<file path="src/rtl/grp_sem_reset.sv">
`timescale 1ns/1ps
module grp_sem_reset #(
  parameter int SEM_COUNT = 256,
  parameter int LANES = 32,
  parameter logic [7:0] OPCODE = 8'hB0
) (
  input  logic                                 clk,
  input  logic                                 rst_n,
  input  logic                                 req_valid,
  output logic                                 req_ready,
  input  logic [511:0]                         req_word,
  output logic                                 clr_valid,
  output logic [$clog2(SEM_COUNT/LANES)-1:0]   clr_idx,
  output logic [LANES-1:0]                     clr_mask,
  output logic                                 done,
  output logic                                 err_illegal,
  output logic                                 err_order,
  output logic                                 err_empty
);
  localparam int WORDS = SEM_COUNT / LANES;
  localparam int CW = $clog2(WORDS);
  localparam logic [7:0] MODE_RANGE = 8'h01;
  localparam logic [7:0] MODE_MASK  = 8'h02;
  localparam logic [CW-1:0] LAST_W = CW'(WORDS - 1);

  logic [7:0] op_b, mode_b, first_b, last_b;
  logic [SEM_COUNT-1:0] mask_in;
  assign op_b    = req_word[7:0];
  assign mode_b  = req_word[103:96];
  assign first_b = req_word[111:104];
  assign last_b  = req_word[119:112];
  assign mask_in = req_word[256 +: SEM_COUNT];

  logic accept, bad_ins, bad_order, bad_empty, go;
  assign accept    = req_valid & req_ready;
  assign bad_ins   = (op_b != OPCODE) || (mode_b != MODE_RANGE && mode_b != MODE_MASK);
  assign bad_order = !bad_ins && mode_b == MODE_RANGE && first_b > last_b;
  assign bad_empty = !bad_ins && mode_b == MODE_MASK && mask_in == '0;
  assign go        = accept && !bad_ins && !bad_order && !bad_empty;

  logic                 busy, is_range;
  logic [CW-1:0]        cnt;
  logic [7:0]           first_q, last_q;
  logic [SEM_COUNT-1:0] mask_q;
  logic [LANES-1:0]     rng_bits, word_mask;

  for (genvar b = 0; b < LANES; b++) begin : g_lane
    assign rng_bits[b] = (int'(cnt) * LANES + b >= int'(first_q)) &&
                         (int'(cnt) * LANES + b <= int'(last_q));
  end

  assign word_mask = is_range ? rng_bits : mask_q[cnt*LANES +: LANES];
  assign req_ready = !busy;
  assign clr_idx   = cnt;
  assign clr_mask  = busy ? word_mask : '0;
  assign clr_valid = busy && (word_mask != '0);

  always_ff @(posedge clk) begin
    if (!rst_n) begin
      busy        <= 1'b0;
      is_range    <= 1'b0;
      cnt         <= '0;
      first_q     <= '0;
      last_q      <= '0;
      mask_q      <= '0;
      done        <= 1'b0;
      err_illegal <= 1'b0;
      err_order   <= 1'b0;
      err_empty   <= 1'b0;
    end else begin
      done        <= busy && cnt == LAST_W;
      err_illegal <= accept && bad_ins;
      err_order   <= accept && bad_order;
      err_empty   <= accept && bad_empty;
      if (go) begin
        busy     <= 1'b1;
        cnt      <= '0;
        is_range <= (mode_b == MODE_RANGE);
        first_q  <= first_b;
        last_q   <= last_b;
        mask_q   <= mask_in;
      end else if (busy) begin
        cnt <= cnt + 1'b1;
        if (cnt == LAST_W) busy <= 1'b0;
      end
    end
  end
endmodule

</file>
<file path="config.mk">
export PLATFORM = sky130hd
export DESIGN_NAME = grp_sem_reset
export DESIGN_NICKNAME = d
export VERILOG_FILES = /design/src/rtl/grp_sem_reset.sv
export SDC_FILE = /design/constraint.sdc
export NUM_CORES = 1
export LEC_CHECK = 0
export ABC_CLOCK_PERIOD_IN_PS = 5100
export CORE_AREA = 5 5 214 216
export DETAILED_ROUTE_END_ITERATION = 16
export DIE_AREA = 0 0 219 221
export GPL_ROUTABILITY_DRIVEN = 0
export GPL_TIMING_DRIVEN = 0
export PLACE_DENSITY = 0.66
export SLEW_MARGIN = 20
export SYNTH_ARGS = -nofsm -noshare
export SYNTH_HDL_FRONTEND = slang
export SYNTH_SLANG_ARGS = --single-unit
</file>
<file path="constraint.sdc">
create_clock -name clk -period 5.1 [get_ports clk]
set_input_delay 1.02 -clock clk [delete_from_list [all_inputs] [get_ports clk]]
set_output_delay 1.02 -clock clk [all_outputs]
set_load 0.005 [all_outputs]
</file>
==> summary.md, run 1 <==
| Metric | Value |
|---|---|
| Outcome | finished clean |
| Clk buf depth | 3 |
| CP startpoint | clr_idx[0]$_SDFFE_PP0P_ |
| RR Startpoint | busy$_SDFF_PN0_ |
| Post-Syn Area | 15600 um^2 |
| DRT Wirelength | 81600 um |
| Reg clk slew, reported paths | 0.06 ns |
| Vias in the first global route | 17200 |
| Max Used Layer | met5 |
| Routed via count | 18000 |
| Syn nets | 2351 |
| Worst Hold Launch | mask_q[192]$_SDFFE_PN0P_ |
| Layout cells sized above 1 | 0.0919 |
| Synthesized area per cell | 8.57 um^2 |
| Slew headroom | 0.241 |
| Cts bufs inserted | 31 |
| Met1 wire length | 30700 um |
| Final Util | 0.480 |
| DP Wirelength | 65800 um |
| Clock period minus worst slack | 4.90 ns |
| Drt wl/cell | 29.1 um |
| Hold buffers post-CTS | 0 |
| Top Family by Delay on Critical Path | buffers and inverters |
| Grt ovf | 0 |
| Worst skew pair latency | 0.58 ns |
| FF-to-FF path depth | 8 |
| Die Y | 221 um |
| Largest net degree at the start of global routing | 15 |
| Worst hold stages | 2 |
| Critical path type | reg2out |
| Power density over the cells | 238 nW/um^2 |
| Drt initial violations | 2715 |
| Crit end category | output port |
| Crit start category | flip-flop |
| Metal3 WL | 11800 um |
| Crit path arrival time | 3.88 ns |
| Max VDD drop | 194 uV |
| Largest cells by area after synthesis | dfxtp_1 36%, o21ai_0 9.8%, mux4_2 9.2%, nand3_1 9.1%, a21boi_0 7.7% |
| Unrepaired setup endpoints after global routing | no |
| Final number of setup-violating endpoints | 0 |
| Actual slew at the worst max-slew pin | 1.14 ns |
| Drt pass-1 iters | 7 |
| CTS tree | done |
| Post-synthesis sequential area ratio | 0.361 |
| Fmax | 204 MHz |
| Total GRT Usage | 0.320 |
| Synth async-reset ratio | 0 |
| Crit-path slowest cell | clkdlybuf4s50_1 |
| Tightest Hold Check Type | reg2reg |
| Leak Pwr | 6.59 nW |
| Dpl cell area | 19600 um^2 |
| DRC viols | 0 |
| Fin Clk Skew | 0.0104 ns |
| CTS Sinks | 281 |
| Fillers | 4242 |
| WL met2 | 32300 um |
| Top FF cell, synth | dfxtp_1 |
| CP max FO | 10 |
| Vias per Instance | 6.43 |
| Full die area | 48400 um^2 |
| Req. time, crit path | 4.08 ns |
| Worst path most repeated cell | buf_8 |
| H-tree lvl count | 1 |
| Post-synth EDFFs | 0 |
| Worst path bufs/invs | 6 |
| Final ANT Viol Nets | 0 |
| Die width | 219 um |
| Post-synthesis sequential element count | 281 |
| Core area | 43700 um^2 |
| Initial antenna violation count | 8 |
| Critical path depth | 12 |
| Final instance area | 21000 um^2 |
| Layout area overhead | 34.7% |
| Post-synth top cells | 305 x o21ai_0, 282 x nand3_1, 281 x dfxtp_1 |
| Final hold vios | 0 |
| Syn Inst Count | 1818 |
| Port Buf Inserts | 330 |
| Most area-hungry cell type in the Yosys netlist | dfxtp_1 |
| Row cnt | 77 |
| Count leader, synth | o21ai_0 |
| Largest stage delay on the critical path | 0.50 ns |
| Crit path cell chain | buf_8, buf_12, buf_8, clkinvlp_4, ha_4, nand4b_1, buf_4, nor4_1, o221ai_1, o22ai_1, and2_1, clkdlybuf4s50_1 |
| # IOs | 556 |
| Slew Viols, Final | 0 |
| Ys Warns | 0 |
| First-pass GRT wire length | 116000 um |
| Tcrit/Tclk final | 0.961 |
| Synth top area share | 0.361 |
| Root Buffer | clkbuf_16 |
| Total of max-cap violations | 0 |
| Starting density of the core | 0.356 |
| Final #Nets | 2721 |
| Post-synthesis cell type count | 68 |
==> timing repair <==
| action | CTS | global route |
|---|---|---|
| gates resized for setup | 28 | 24 |
| pin swaps | 2 | 4 |
| endpoints found under the setup margin | 33 | 2 |
| setup buffers | 7 | 2 |
==> worst paths after layout <==
path / to / slack [ns]
hold / removal: mask_q[192]$_SDFFE_PN0P_ / 0.47
setup / recovery: clr_mask[8] / 0.20
setup reg to reg: first_q[2]$_SDFFE_PN0P_ / 2.22
hold reg to reg: mask_q[192]$_SDFFE_PN0P_ / 0.47
==> logic make-up after synthesis <==
family / Yosys count / share of synthesized area
xor gates and xnor gates: 2 / 0.00112
muxes: 91 / 0.110
and+or+nand+nor: 520 / 0.174
DFF: 281 / 0.361
adders and majority gates: 18 / 0.0145
buffers and inverters: 220 / 0.0576
AOI/OAI and AO/OA: 686 / 0.281
==> layout by cell type, fill, tap and decap left out, types with 4 or more instances in the layout <==
cell	synthesis	layout
clkbuf_8	0	11
o31a_1	4	4
mux2_2	4	4
nand4_1	21	21
nor2_1	60	60
clkbuf_1	104	108
a22oi_1	7	6
nor3_1	8	4
o21a_1	5	5
and2_1	16	16
buf_2	43	32
inv_1	23	22
or3_1	4	4
nand3_1	282	281
and4_1	4	4
nand2_1	26	26
o21ai_0	305	305
a31oi_1	12	10
dfxtp_1	281	279
a21o_1	5	5
a21boi_0	160	160
and3_1	8	7
a21oi_1	23	21
mux2i_1	23	22
a21boi_1	113	113
buf_1	45	45
buf_4	5	17
clkdlybuf4s50_1	0	329
nor2b_1	8	8
nor4_1	72	72
ha_1	18	17
clkbuf_16	0	31
mux4_2	64	64
o22ai_1	5	5
==> through the flow <==
step | power, W | hold WS [ns] | TNS, ns | instances | setup WS (ns)
after floorplan | 0.00232 | 0.445 | 0 | 1818 | 0.865
after global placement | 0.00265 | 0.455 | -8.19 | 2740 | -0.887
after detailed placement | 0.00265 | 0.463 | -9.23 | 2740 | -0.952
after CTS | 0.00498 | 0.471 | 0 | 2800 | 0.00143
after global routing | 0.00508 | 0.500 | 0 | 2802 | 0.116
final | 0.00500 | 0.475 | 0 | 2803 | 0.198
==> routing by layer <==
| layer | global-route usage | vias to the layer above |
|---|---|---|
| met4 | 0.182 | 14 |
| li1 | - | 7608 |
| met1 | 0.414 | 8531 |
| met5 | 0 | - |
| met3 | 0.126 | 371 |
| met2 | 0.451 | 1504 |
==> where the power goes <==
part           internal, W  switching [W]
logic             0.000245       0.000179
registers          0.00219    0.000000132
clock network      0.00142       0.000965
total              0.00386        0.00114
==> tightest hold or removal path: stages, from the launching register on <==
cell	delay, ns
dfxtp_1	0.31
o21ai_0	0.06
a21boi_1	0.06
==> flip-flops by register name (all words and copies together) (netlist names) <==
name and flops:
mask_q 256, first_q 8, last_q 8, clr_idx 3
busy 1, done 1, err_empty 1, err_illegal 1
err_order 1, is_range 1
==> area by class of cell <==
cell class | instances | area (um^2) | share of cell area
diodes | 1 | 2.50 | 0.000119
inverters | 23 | 90.1 | 0.00429
multi-input cells | 1317 | 9220 | 0.439
clock inverters | 7 | 114 | 0.00543
clock buffers | 48 | 950 | 0.0453
well taps | 592 | 741 | 0.0353
flip-flops and latches | 281 | 5630 | 0.268
plain buffers | 195 | 867 | 0.0413
repair buffers | 339 | 3370 | 0.161
Note: power is estimated with default switching activity, not from simulation.
==> inputs of run 2 (changes only) <==
==> config.mk (replaced) <==
export PLATFORM = sky130hd
export DESIGN_NAME = grp_sem_reset
export DESIGN_NICKNAME = d
export VERILOG_FILES = /design/src/rtl/grp_sem_reset.sv
export SDC_FILE = /design/constraint.sdc
export NUM_CORES = 1
export LEC_CHECK = 0
export ABC_CLOCK_PERIOD_IN_PS = 4200
export CORE_AREA = 5 5 213 215
export DETAILED_ROUTE_END_ITERATION = 16
export DIE_AREA = 0 0 218 220
export GPL_ROUTABILITY_DRIVEN = 0
export GPL_TIMING_DRIVEN = 0
export PLACE_DENSITY = 0.69
export SLEW_MARGIN = 20
export SYNTH_ARGS = -nofsm -noshare
export SYNTH_HDL_FRONTEND = slang
export SYNTH_SLANG_ARGS = --single-unit
==> constraint.sdc (replaced) <==
create_clock -name clk -period 4.2 [get_ports clk]
set_input_delay 0.84 -clock clk [delete_from_list [all_inputs] [get_ports clk]]
set_output_delay 0.84 -clock clk [all_outputs]
set_load 0.005 [all_outputs]
==> run 2 against run 1 <==
Effect of this change:
- the flow now finishes with violations (setup timing)
- combinational power up 22%
- setup slack worse by 0.37 ns
- via count up 1.1%
- sequential cell count unchanged
- wire length up 1.1%
- first-iteration DRC count up 9.8%
- die area down 0.91%
- non-clock buffer count up 11
- global-route usage up 0.36 points
- final cell count up 0.43%
- largest cell class unchanged
- largest power group unchanged
==> summary.md, run 2 (synthesized netlist as in run 1, its figures left out) <==
| Metric | Value |
|---|---|
| Root Buffer | clkbuf_16 (unchanged) |
| Actual slew at the worst max-slew pin | 0.804 ns (was 1.14 ns) |
| Core area | 43500 um^2 (was 43700 um^2) |
| Vias in the first global route | 17200 (about the same) |
| Tcrit/Tclk final | 1.04 |
| Final hold vios | 0 (unchanged) |
| Top reg by flops | mask_q (unchanged) |
| Final ANT Viol Nets | 0 (unchanged) |
| CTS Sinks | 281 (unchanged) |
| Total GRT Usage | 0.323 (was 0.320) |
| Die width | 218 um (was 219 um) |
| Dpl cell area | 19600 um^2 (unchanged) |
| Top Usage Layer GRT | met2 (unchanged) |
| Die Y | 220 um (was 221 um) |
| Drt pass-1 iters | 8 (was 7) |
| Leak Pwr | 6.83 nW (was 6.59 nW) |
| CTS tree | done (unchanged) |
| CP max FO | 5 (was 10) |
| Crit end category | output port (unchanged) |
| Req. time, crit path | 3.36 ns (was 4.08 ns) |
| Crit path arrival time | 3.53 ns (was 3.88 ns) |
| Slew Viols, Final | 0 (unchanged) |
| Cts bufs inserted | 30 (was 31) |
| Largest net degree at the start of global routing | 15 (unchanged) |
| Final number of setup-violating endpoints | 6 (was 0) |
| Most frequent cells in the layout | 320 x clkdlybuf4s50_1, 293 x o21ai_0, 280 x nand3_1 (was 329 x clkdlybuf4s50_1, 305 x o21ai_0, 281 x nand3_1) |
| Total of max-cap violations | 0 (unchanged) |
| Met2 GRT Util | 0.464 (was 0.451) |
| Final #Nets | 2731 (was 2721) |
| First-pass GRT wire length | 115000 um (was 116000 um) |
| Final worst slack | -0.172 ns (was 0.198 ns) |
| Routed via count | 18200 (was 18000) |
| Top flop regs | mask_q: 256 flops, first_q: 8 flops, last_q: 8 flops (unchanged) |
| Max reg flops | 256 (unchanged) |
| GRT met1 Usage | 0.410 (was 0.414) |
| Final instance area | 21400 um^2 (was 21000 um^2) |
| Fin Clk Skew | 0.0152 ns (was 0.0104 ns) |
| Worst skew pair latency | 0.58 ns (about the same) |
| Reg clk slew, reported paths | 0.06 ns (about the same) |
| Clock period minus worst slack | 4.37 ns |
| # IOs | 556 (unchanged) |
| Crit start category | flip-flop (unchanged) |
| Met3 Use GR | 0.126 (about the same) |
| Initial antenna violation count | 7 (was 8) |
| Drt wl/cell | 29.3 um (was 29.1 um) |
| Port Buf Inserts | 330 (unchanged) |
| Drt initial violations | 2981 (was 2715) |
| DRC viols | 0 (unchanged) |
| Full die area | 48000 um^2 (was 48400 um^2) |
| Grt ovf | 0 (unchanged) |
| Critical path type | reg2out (unchanged) |
| Fillers | 4152 (was 4242) |
| Layout cells sized above 1 | 0.115 (was 0.0919) |
| Tightest Hold Check Type | reg2reg (unchanged) |
| Clk buf depth | 3 (unchanged) |
| Vias per Instance | 6.48 (was 6.43) |
| Slew headroom | 0.462 (was 0.241) |
| Failing checks | setup timing |
| Commonest non-fill, non-tap cell in the layout | clkdlybuf4s50_1 (unchanged) |
| Outcome | finished, violations left (was finished clean) |
| Starting density of the core | 0.358 (was 0.356) |
| Max VDD drop | 296 uV (was 194 uV) |
| Pre-CTS setup slack | -1.64 ns (was -0.952 ns) |
| Unrepaired setup endpoints after global routing | yes (was no) |
| DP Wirelength | 65500 um (was 65800 um) |
| H-tree lvl count | 1 (unchanged) |
| Row cnt | 77 (unchanged) |
| Power density over the cells | 281 nW/um^2 (was 238 nW/um^2) |
| DRT Wirelength | 82400 um (was 81600 um) |
| Layout area overhead | 37.0% (was 34.7%) |
| Fmax | 229 MHz |
## run 2: timing repair
item,in CTS,in global routing
endpoints found under the setup margin,33,48
setup buffers,19,3
gates cloned,1,0
hold buffers,0,0
gates resized for setup,90,64
pin swaps,15,20
## run 2: critical path, cell delays in order, from the launching register on
cell	delay [ns]
dfxtp_4	0.38
buf_12	0.13
buf_12	0.14
clkinvlp_4	0.16
ha_4	0.34
nand4b_1	0.25
nor3_2	0.26
o21a_1	0.17
a221oi_2	0.07
o32ai_2	0.38
and2_1	0.17
clkdlybuf4s50_1	0.50
## run 2: layer usage
layer	vias up	routed length, um
li1	7631	-
met1	8577	30200
met2	1615	32900
met3	402	12500
met4	10	6670
met5	-	117
## run 2: final timing paths
check | startpoint | to | slack, ns | cells after the start
setup / recovery | clr_idx[0]$_SDFFE_PP0P_ | clr_mask[10] | -0.17 | 11
hold / removal | mask_q[68]$_SDFFE_PN0P_ | mask_q[68]$_SDFFE_PN0P_ | 0.47 | 2
setup reg to reg | busy$_SDFF_PN0_ | first_q[2]$_SDFFE_PN0P_ | 1.31 | 8
hold reg to reg | mask_q[68]$_SDFFE_PN0P_ | mask_q[68]$_SDFFE_PN0P_ | 0.47 | 2
## run 2: cell type report
type                    instances  area [um^2]  area share
flip-flops and latches        281         5630       0.264
repair buffers                353         3530       0.165
well taps                     592          741      0.0347
clock buffers                  45          918      0.0430
clock inverters                 8          121     0.00568
diodes                          4         10.0    0.000469
multi-input cells            1317         9430       0.441
inverters                      23         90.1     0.00422
plain buffers                 192          887      0.0415
## run 2: metrics by stage
step	total power, W	setup TNS, ns	hold WS [ns]	utilization	std cells
2_1_floorplan	0.00281	0	0.445	-	1818
3_3_place_gp	0.00322	-96.14	0.454	0.451	2740
3_5_place_dp	0.00322	-97.90	0.467	0.451	2740
4_1_cts	0.00597	-0.363	0.473	0.486	2810
5_1_grt	0.00609	-0.617	0.496	0.490	2811
6_report	0.00600	-0.483	0.475	0.490	2815
## run 2: report_power, final
part	internal (W)	total (W)	leakage [nW]	switching [W]
sequential	0.00266	0.00266	2.26	0.000000476
clock	0.00168	0.00282	0.517	0.00114
combinational	0.000297	0.000516	4.05	0.000219
